===== src/rtl/irq_agg_pkg.sv =====
package irq_agg_pkg;
  localparam int unsigned NUM_SRC = 6;
  localparam int unsigned NUM_ACK = NUM_SRC - 1;
  localparam int unsigned DATA_W  = 32;
  localparam int unsigned LEN_W   = 7;
  localparam int unsigned NUM_FLG = 3;

  // word index inside the four-word window
  localparam logic [1:0] IDX_CTRL = 2'd0;
  localparam logic [1:0] IDX_VER  = 2'd1;
  localparam logic [1:0] IDX_PEND = 2'd2;
  localparam logic [1:0] IDX_MASK = 2'd3;

  // control word strobe positions
  localparam int unsigned CTL_A_CLR  = 7;
  localparam int unsigned CTL_A_SET  = 8;
  localparam int unsigned CTL_B_CLR  = 9;
  localparam int unsigned CTL_B_SET  = 10;
  localparam int unsigned CTL_P5_CLR = 11;
  localparam int unsigned CTL_C_CLR  = 12;
  localparam int unsigned CTL_C_SET  = 13;

  typedef struct packed {
    logic flg_c;
    logic flg_b;
    logic flg_a;
    logic [LEN_W-1:0] len;
  } ctrl_view_t;
endpackage


===== src/rtl/irq_rst_sync.sv =====
module irq_rst_sync #(
  parameter int unsigned STAGES = 2
) (
  input  logic clk,
  input  logic rst_n,
  output logic rst_sync_n
);
  logic [STAGES-1:0] sh_q;
  logic [STAGES-1:0] sh_d;

  generate
    if (STAGES == 1) begin : g_one
      assign sh_d = 1'b1;
    end else begin : g_many
      assign sh_d = {sh_q[STAGES-2:0], 1'b1};
    end
  endgenerate

  always_ff @(posedge clk or negedge rst_n) begin
    if (!rst_n) sh_q <= '0;
    else        sh_q <= sh_d;
  end

  assign rst_sync_n = sh_q[STAGES-1];
endmodule


===== src/rtl/irq_setclr.sv =====
module irq_setclr #(
  parameter int unsigned W = 1
) (
  input  logic         clk,
  input  logic         rst_n,
  input  logic         en,
  input  logic [W-1:0] set_i,
  input  logic [W-1:0] clr_i,
  output logic [W-1:0] q
);
  logic [W-1:0] q_d;

  generate
    for (genvar i = 0; i < W; i++) begin : g_bit
      always_comb begin
        q_d[i] = q[i];
        if (en) begin
          if (set_i[i] && !clr_i[i])      q_d[i] = 1'b1;
          else if (clr_i[i] && !set_i[i]) q_d[i] = 1'b0;
        end
      end
    end
  endgenerate

  always_ff @(posedge clk or negedge rst_n) begin
    if (!rst_n) q <= '0;
    else        q <= q_d;
  end
endmodule


===== src/rtl/irq_pend.sv =====
module irq_pend #(
  parameter int unsigned N = 6
) (
  input  logic         clk,
  input  logic         rst_n,
  input  logic [N-1:0] set_i,
  input  logic [N-2:0] ack_i,
  input  logic         top_clr_i,
  output logic [N-1:0] q
);
  logic [N-1:0] clr_v;
  logic [N-1:0] q_d;

  assign clr_v = {top_clr_i, ack_i};

  always_comb begin
    q_d = set_i | (q & ~clr_v);
  end

  always_ff @(posedge clk or negedge rst_n) begin
    if (!rst_n) q <= '0;
    else        q <= q_d;
  end
endmodule


===== src/rtl/irq_agg_top.sv =====
module irq_agg_top
  import irq_agg_pkg::*;
#(
  parameter int unsigned ADDR_W       = 4,
  parameter logic [31:0] VERSION_WORD = 32'h0202_0102
) (
  input  logic              clk,
  input  logic              rst_n,
  input  logic [ADDR_W-1:0] reg_addr,
  input  logic              reg_we,
  input  logic [31:0]       reg_wdata,
  output logic [31:0]       reg_rdata,
  input  logic [5:0]        src_set,
  input  logic [4:0]        src_ack,
  output logic              irq_o
);
  localparam int unsigned HI_W = ADDR_W - 4;

  logic                 rst_sync_n;
  logic                 hit;
  logic [1:0]           idx;
  logic                 wr_ctrl;
  logic                 wr_mask;
  logic [NUM_SRC-1:0]   pend_q;
  logic [NUM_SRC-1:0]   mask_q;
  logic [NUM_SRC-1:0]   mask_set;
  logic [NUM_SRC-1:0]   mask_clr;
  logic [NUM_FLG-1:0]   flg_q;
  logic [NUM_FLG-1:0]   flg_set;
  logic [NUM_FLG-1:0]   flg_clr;
  logic [LEN_W-1:0]     len_q;
  logic [LEN_W-1:0]     len_d;
  logic                 irq_d;
  ctrl_view_t           ctrl_rd;

  irq_rst_sync #(.STAGES(2)) u_rst (
    .clk        (clk),
    .rst_n      (rst_n),
    .rst_sync_n (rst_sync_n)
  );

  // address decode: word aligned, upper bits zero
  generate
    if (HI_W > 0) begin : g_hi
      assign hit = (reg_addr[1:0] == 2'b00) && (reg_addr[ADDR_W-1:4] == '0);
    end else begin : g_nohi
      assign hit = (reg_addr[1:0] == 2'b00);
    end
  endgenerate

  assign idx     = reg_addr[3:2];
  assign wr_ctrl = reg_we && hit && (idx == IDX_CTRL);
  assign wr_mask = reg_we && hit && (idx == IDX_MASK);

  // enable mask: bit 2i clears, bit 2i+1 sets
  generate
    for (genvar i = 0; i < NUM_SRC; i++) begin : g_mstrobe
      assign mask_clr[i] = reg_wdata[2*i];
      assign mask_set[i] = reg_wdata[2*i+1];
    end
  endgenerate

  irq_setclr #(.W(NUM_SRC)) u_mask (
    .clk   (clk),
    .rst_n (rst_sync_n),
    .en    (wr_mask),
    .set_i (mask_set),
    .clr_i (mask_clr),
    .q     (mask_q)
  );

  // control flags A, B, C
  assign flg_set = {reg_wdata[CTL_C_SET], reg_wdata[CTL_B_SET], reg_wdata[CTL_A_SET]};
  assign flg_clr = {reg_wdata[CTL_C_CLR], reg_wdata[CTL_B_CLR], reg_wdata[CTL_A_CLR]};

  irq_setclr #(.W(NUM_FLG)) u_flags (
    .clk   (clk),
    .rst_n (rst_sync_n),
    .en    (wr_ctrl),
    .set_i (flg_set),
    .clr_i (flg_clr),
    .q     (flg_q)
  );

  // length field, plain load on every control write
  always_comb begin
    len_d = len_q;
    if (wr_ctrl) len_d = reg_wdata[LEN_W-1:0];
  end

  always_ff @(posedge clk or negedge rst_sync_n) begin
    if (!rst_sync_n) len_q <= '0;
    else             len_q <= len_d;
  end

  irq_pend #(.N(NUM_SRC)) u_pend (
    .clk       (clk),
    .rst_n     (rst_sync_n),
    .set_i     (src_set),
    .ack_i     (src_ack),
    .top_clr_i (wr_ctrl && reg_wdata[CTL_P5_CLR]),
    .q         (pend_q)
  );

  // registered interrupt line
  assign irq_d = |(pend_q & mask_q);

  always_ff @(posedge clk or negedge rst_sync_n) begin
    if (!rst_sync_n) irq_o <= 1'b0;
    else             irq_o <= irq_d;
  end

  // read path
  assign ctrl_rd = '{flg_c: flg_q[2], flg_b: flg_q[1], flg_a: flg_q[0], len: len_q};

  always_comb begin
    reg_rdata = '0;
    if (hit) begin
      unique case (idx)
        IDX_CTRL: reg_rdata[$bits(ctrl_view_t)-1:0] = ctrl_rd;
        IDX_VER:  reg_rdata = VERSION_WORD;
        IDX_PEND: reg_rdata[NUM_SRC-1:0] = pend_q;
        IDX_MASK: reg_rdata[NUM_SRC-1:0] = mask_q;
        default:  reg_rdata = '0;
      endcase
    end
  end
endmodule


===== config.mk =====
export PLATFORM = sky130hd
export DESIGN_NAME = irq_agg_top
export DESIGN_NICKNAME = d
export VERILOG_FILES = /design/src/rtl/irq_agg_pkg.sv /design/src/rtl/irq_rst_sync.sv /design/src/rtl/irq_setclr.sv /design/src/rtl/irq_pend.sv /design/src/rtl/irq_agg_top.sv
export SDC_FILE = /design/constraint.sdc
export NUM_CORES = 1
export LEC_CHECK = 0
export ABC_AREA = 1
export BUFFER_PORTS_ARGS = -buffer_cell sky130_fd_sc_hd__buf_2
export CAP_MARGIN = 20
export CORE_MARGIN = 5
export CORE_UTILIZATION = 30
export CTS_CLUSTER_SIZE = 16
export DETAILED_ROUTE_END_ITERATION = 12
export SLEW_MARGIN = 0
export SYNTH_ARGS = -nofsm -noshare
export SYNTH_HDL_FRONTEND = slang
export SYNTH_SLANG_ARGS = --single-unit

===== constraint.sdc =====
create_clock -name clk -period 1.75 [get_ports clk]
set_clock_uncertainty 0.1 [all_clocks]
set_input_delay 0.175 -clock clk [delete_from_list [all_inputs] [get_ports clk]]
set_output_delay 0.175 -clock clk [all_outputs]
set_load 0.01 [all_outputs]

==> flow_summary.ini <==
[outcome]
status = complete, no violations

[detailed_routing]
via_count = 1440
routed_wirelength_mm = 3.89
firstDrtPassIters = 4
drc_errors = 0
vias_per_cell = 4.21
wire_per_inst_um = 11.4
drtAntennaViolNets = 0
dr.first_iter.drc_count = 52

[clock_network]
clock_sinks = 25
clk_latency_ns = 0.27
cts_tree = yes
cts_root_buf = clkbuf_8
h-tree-depth = 1
clkTransAtPathRegs_ns = 0.09
clk_path_buf_depth = 2
cts_made_buffers = 3
cts_setup_buffers = 0

[logic_synthesis]
synth.largest_area_cell = dfrtp_1
seq_area_frac_synth = 0.387
yosysMostFrequentCell = nand2_1
yosysUniqueCellTypes = 21
synth_top_cells_by_count = 70 x nand2_1, 32 x inv_1, 25 x dfrtp_1
synthArstFlopShare = 1.00
synth_ff_type = dfrtp_1
avgSynthCellArea_um2 = 7.52
syn_area_um2 = 1620
synthCells = 215
synth.area.top_cells = dfrtp_1 39%, nand2_1 16%, buf_4 9.7%, inv_1 7.4%, ha_1 7.0%
ys_seq_elements = 25
synth_edf_count = 0
synth.top_cell.area_share = 0.387
yosys_warnings = 0

[die]
rows = 26
dieHeight_um = 83.4
ios = 83
fp.dieW_um = 83.4
start_util = 0.313
dieArea_um2 = 6960
core_um2 = 5170

[global_route]
grt_overflow_total = 0
grt_first_pass_wirelength_mm = 6.52
grt_usage = 0.111
grt_antenna_before_repair = 0
grt_max_degree = 24
grt_pass1_vias = 1439

[setup_path]
start_kind = primary input
slowest_delay_ns = 0.33
endpoint_kind = output port
worstSetupPathType = primary input to output port
cp_max_fo = 9
worstPathArrival_ns = 1.20
crit_chain = buf_2 > nor2_2 > buf_4 > nand2_1 > nand3_1 > nand2_1 > inv_1 > buf_2
critPathTopFamily = buffers and inverters
crit_buf_inv = 4
cpMaxStageDelayCell = nor2_2
crit_required_ns = 1.47

[power]
powerDensity_nw_per_um2 = 686
p_seq_frac = 0.515
internal_power_mw = 0.953
clkPwrFrac = 0.256
power_frac_comb = 0.230
p_sw_frac = 0.305
ir_drop_mv = 0.234
p_leak_nw = 1.18
p_sw_mw = 0.418

[sta]
fin_crit_ns = 1.48
fin_crit_sh = 0.845
setup_violations = 0
finalWorstSetupSlack_ns = 0.271
fmax_mhz = 676
rsz0062_at_grt = false
hold_viol_final = 0
drv_slew = 0
holdWs_ns = 0.00700
setup_tns_ns = 0

[final_layout]
utilization = 0.386
num_antenna_cells = 0
fin_nets = 332
drive_gt1_frac = 0.217
fin_area_um2 = 2000
fill_cells = 566
areaGrowthSynthToFinish_pct = 23.5

[placement]
finalWeightedCongestion = 0.801
io_buffers = 44
pre_cts_ws_ns = 0.251
place_area_um2 = 1840
place_hpwl_mm = 2.98

[flow_run]
cap_violations = 0

[worst_hold_path]
hp-class = primary input to flip-flop
==> metal layers <==
layer  GRT usage  wire, um  part of all wire  vias up
met3      0.0238       279             0.072        4
met1       0.143      1780              0.46      643
met4      0.0307        34            0.0087        0
met2       0.188      1790              0.46       51
met5           0         0                 0        -
li1            -         -                 -      742
==> power groups by stage <==
| stage | registers [mW] | clock network, mW | logic, mW |
|---|---|---|---|
| floorplan | 0.716 | 0 | 0.220 |
| global placement | 0.716 | 0 | 0.289 |
| detailed placement | 0.717 | 0 | 0.296 |
| CTS | 0.706 | 0.364 | 0.315 |
| global route | 0.716 | 0.384 | 0.363 |
| finish | 0.705 | 0.350 | 0.315 |
==> layout make-up <==
class	count	area, um2	area share
Inverter	33	124	0.0620
Multi-Input combinational cell	149	741	0.371
Tap cell	70	87.6	0.0438
Timing Repair Buffer	61	375	0.188
Sequential cell	25	626	0.313
Clock buffer	4	45.0	0.0225
==> worst paths after layout <==
check                              start            end  slack (ns)  cells past startpoint
max                          reg_addr[2]   reg_rdata[2]        0.27                      8
min                           src_set[2]    u_pend.q[2]       0.007                      2
max reg2reg                  u_pend.q[0]    u_pend.q[0]        0.45                      3
min reg2reg                u_rst.sh_q[1]    u_pend.q[3]        0.13                      1
max in group asynchronous  u_rst.sh_q[1]   u_flags.q[1]        1.18                      1
min in group asynchronous          rst_n  u_rst.sh_q[0]        0.11                      2
==> repair_timing <==
action                     CTS  global route
hold buffers                10             1
setup endpoints to repair    0             0
hold endpoints to repair     8             1
resized for setup            0             0
==> metrics by stage <==
step | total power [mW] | std cells
2_1_floorplan | 0.935 | 234
6_report | 1.37 | 342
5_1_grt | 1.46 | 342
4_1_cts | 1.39 | 341
3_3_place_gp | 1.01 | 327
3_5_place_dp | 1.01 | 327
==> sequential cells by signal (all words and copies together), names as in the netlist <==
| signal | flops |
|---|---|
| irq_o | 1 |
| len_q | 7 |
| u_flags.q | 3 |
| u_mask.q | 6 |
| u_pend.q | 6 |
| u_rst.sh_q | 2 |
==> layout by cell type (no fill, tap or decap) <==
cell type,count
clkbuf_8,3
a21oi_1,2
ha_1,9
nor2_2,1
o21bai_1,5
dfrtp_1,25
o211ai_1,1
buf_2,44
nand3_1,15
nand2_1,70
inv_2,1
clkbuf_1,1
nor2_1,6
nand4_1,10
o21ai_0,1
dlygate4sd3_1,11
nor2_4,3
buf_4,6
conb_1,21
nand2_2,1
o21ai_1,4
inv_1,32
==> kinds of logic (layout without fill, tap and decap cells) <==
kind of cell               count (synthesis)  count (layout)  synth area share
adders and majority gates                  9               9            0.0696
and+or+nand+nor                          106             106             0.290
DFF                                       25              25             0.387
buffers and inverters                     60              98             0.200
other                                      2              21           0.00464
AOI/OAI and AO/OA                         13              13            0.0495
No activity file was read; power rests on OpenSTA's default activity.
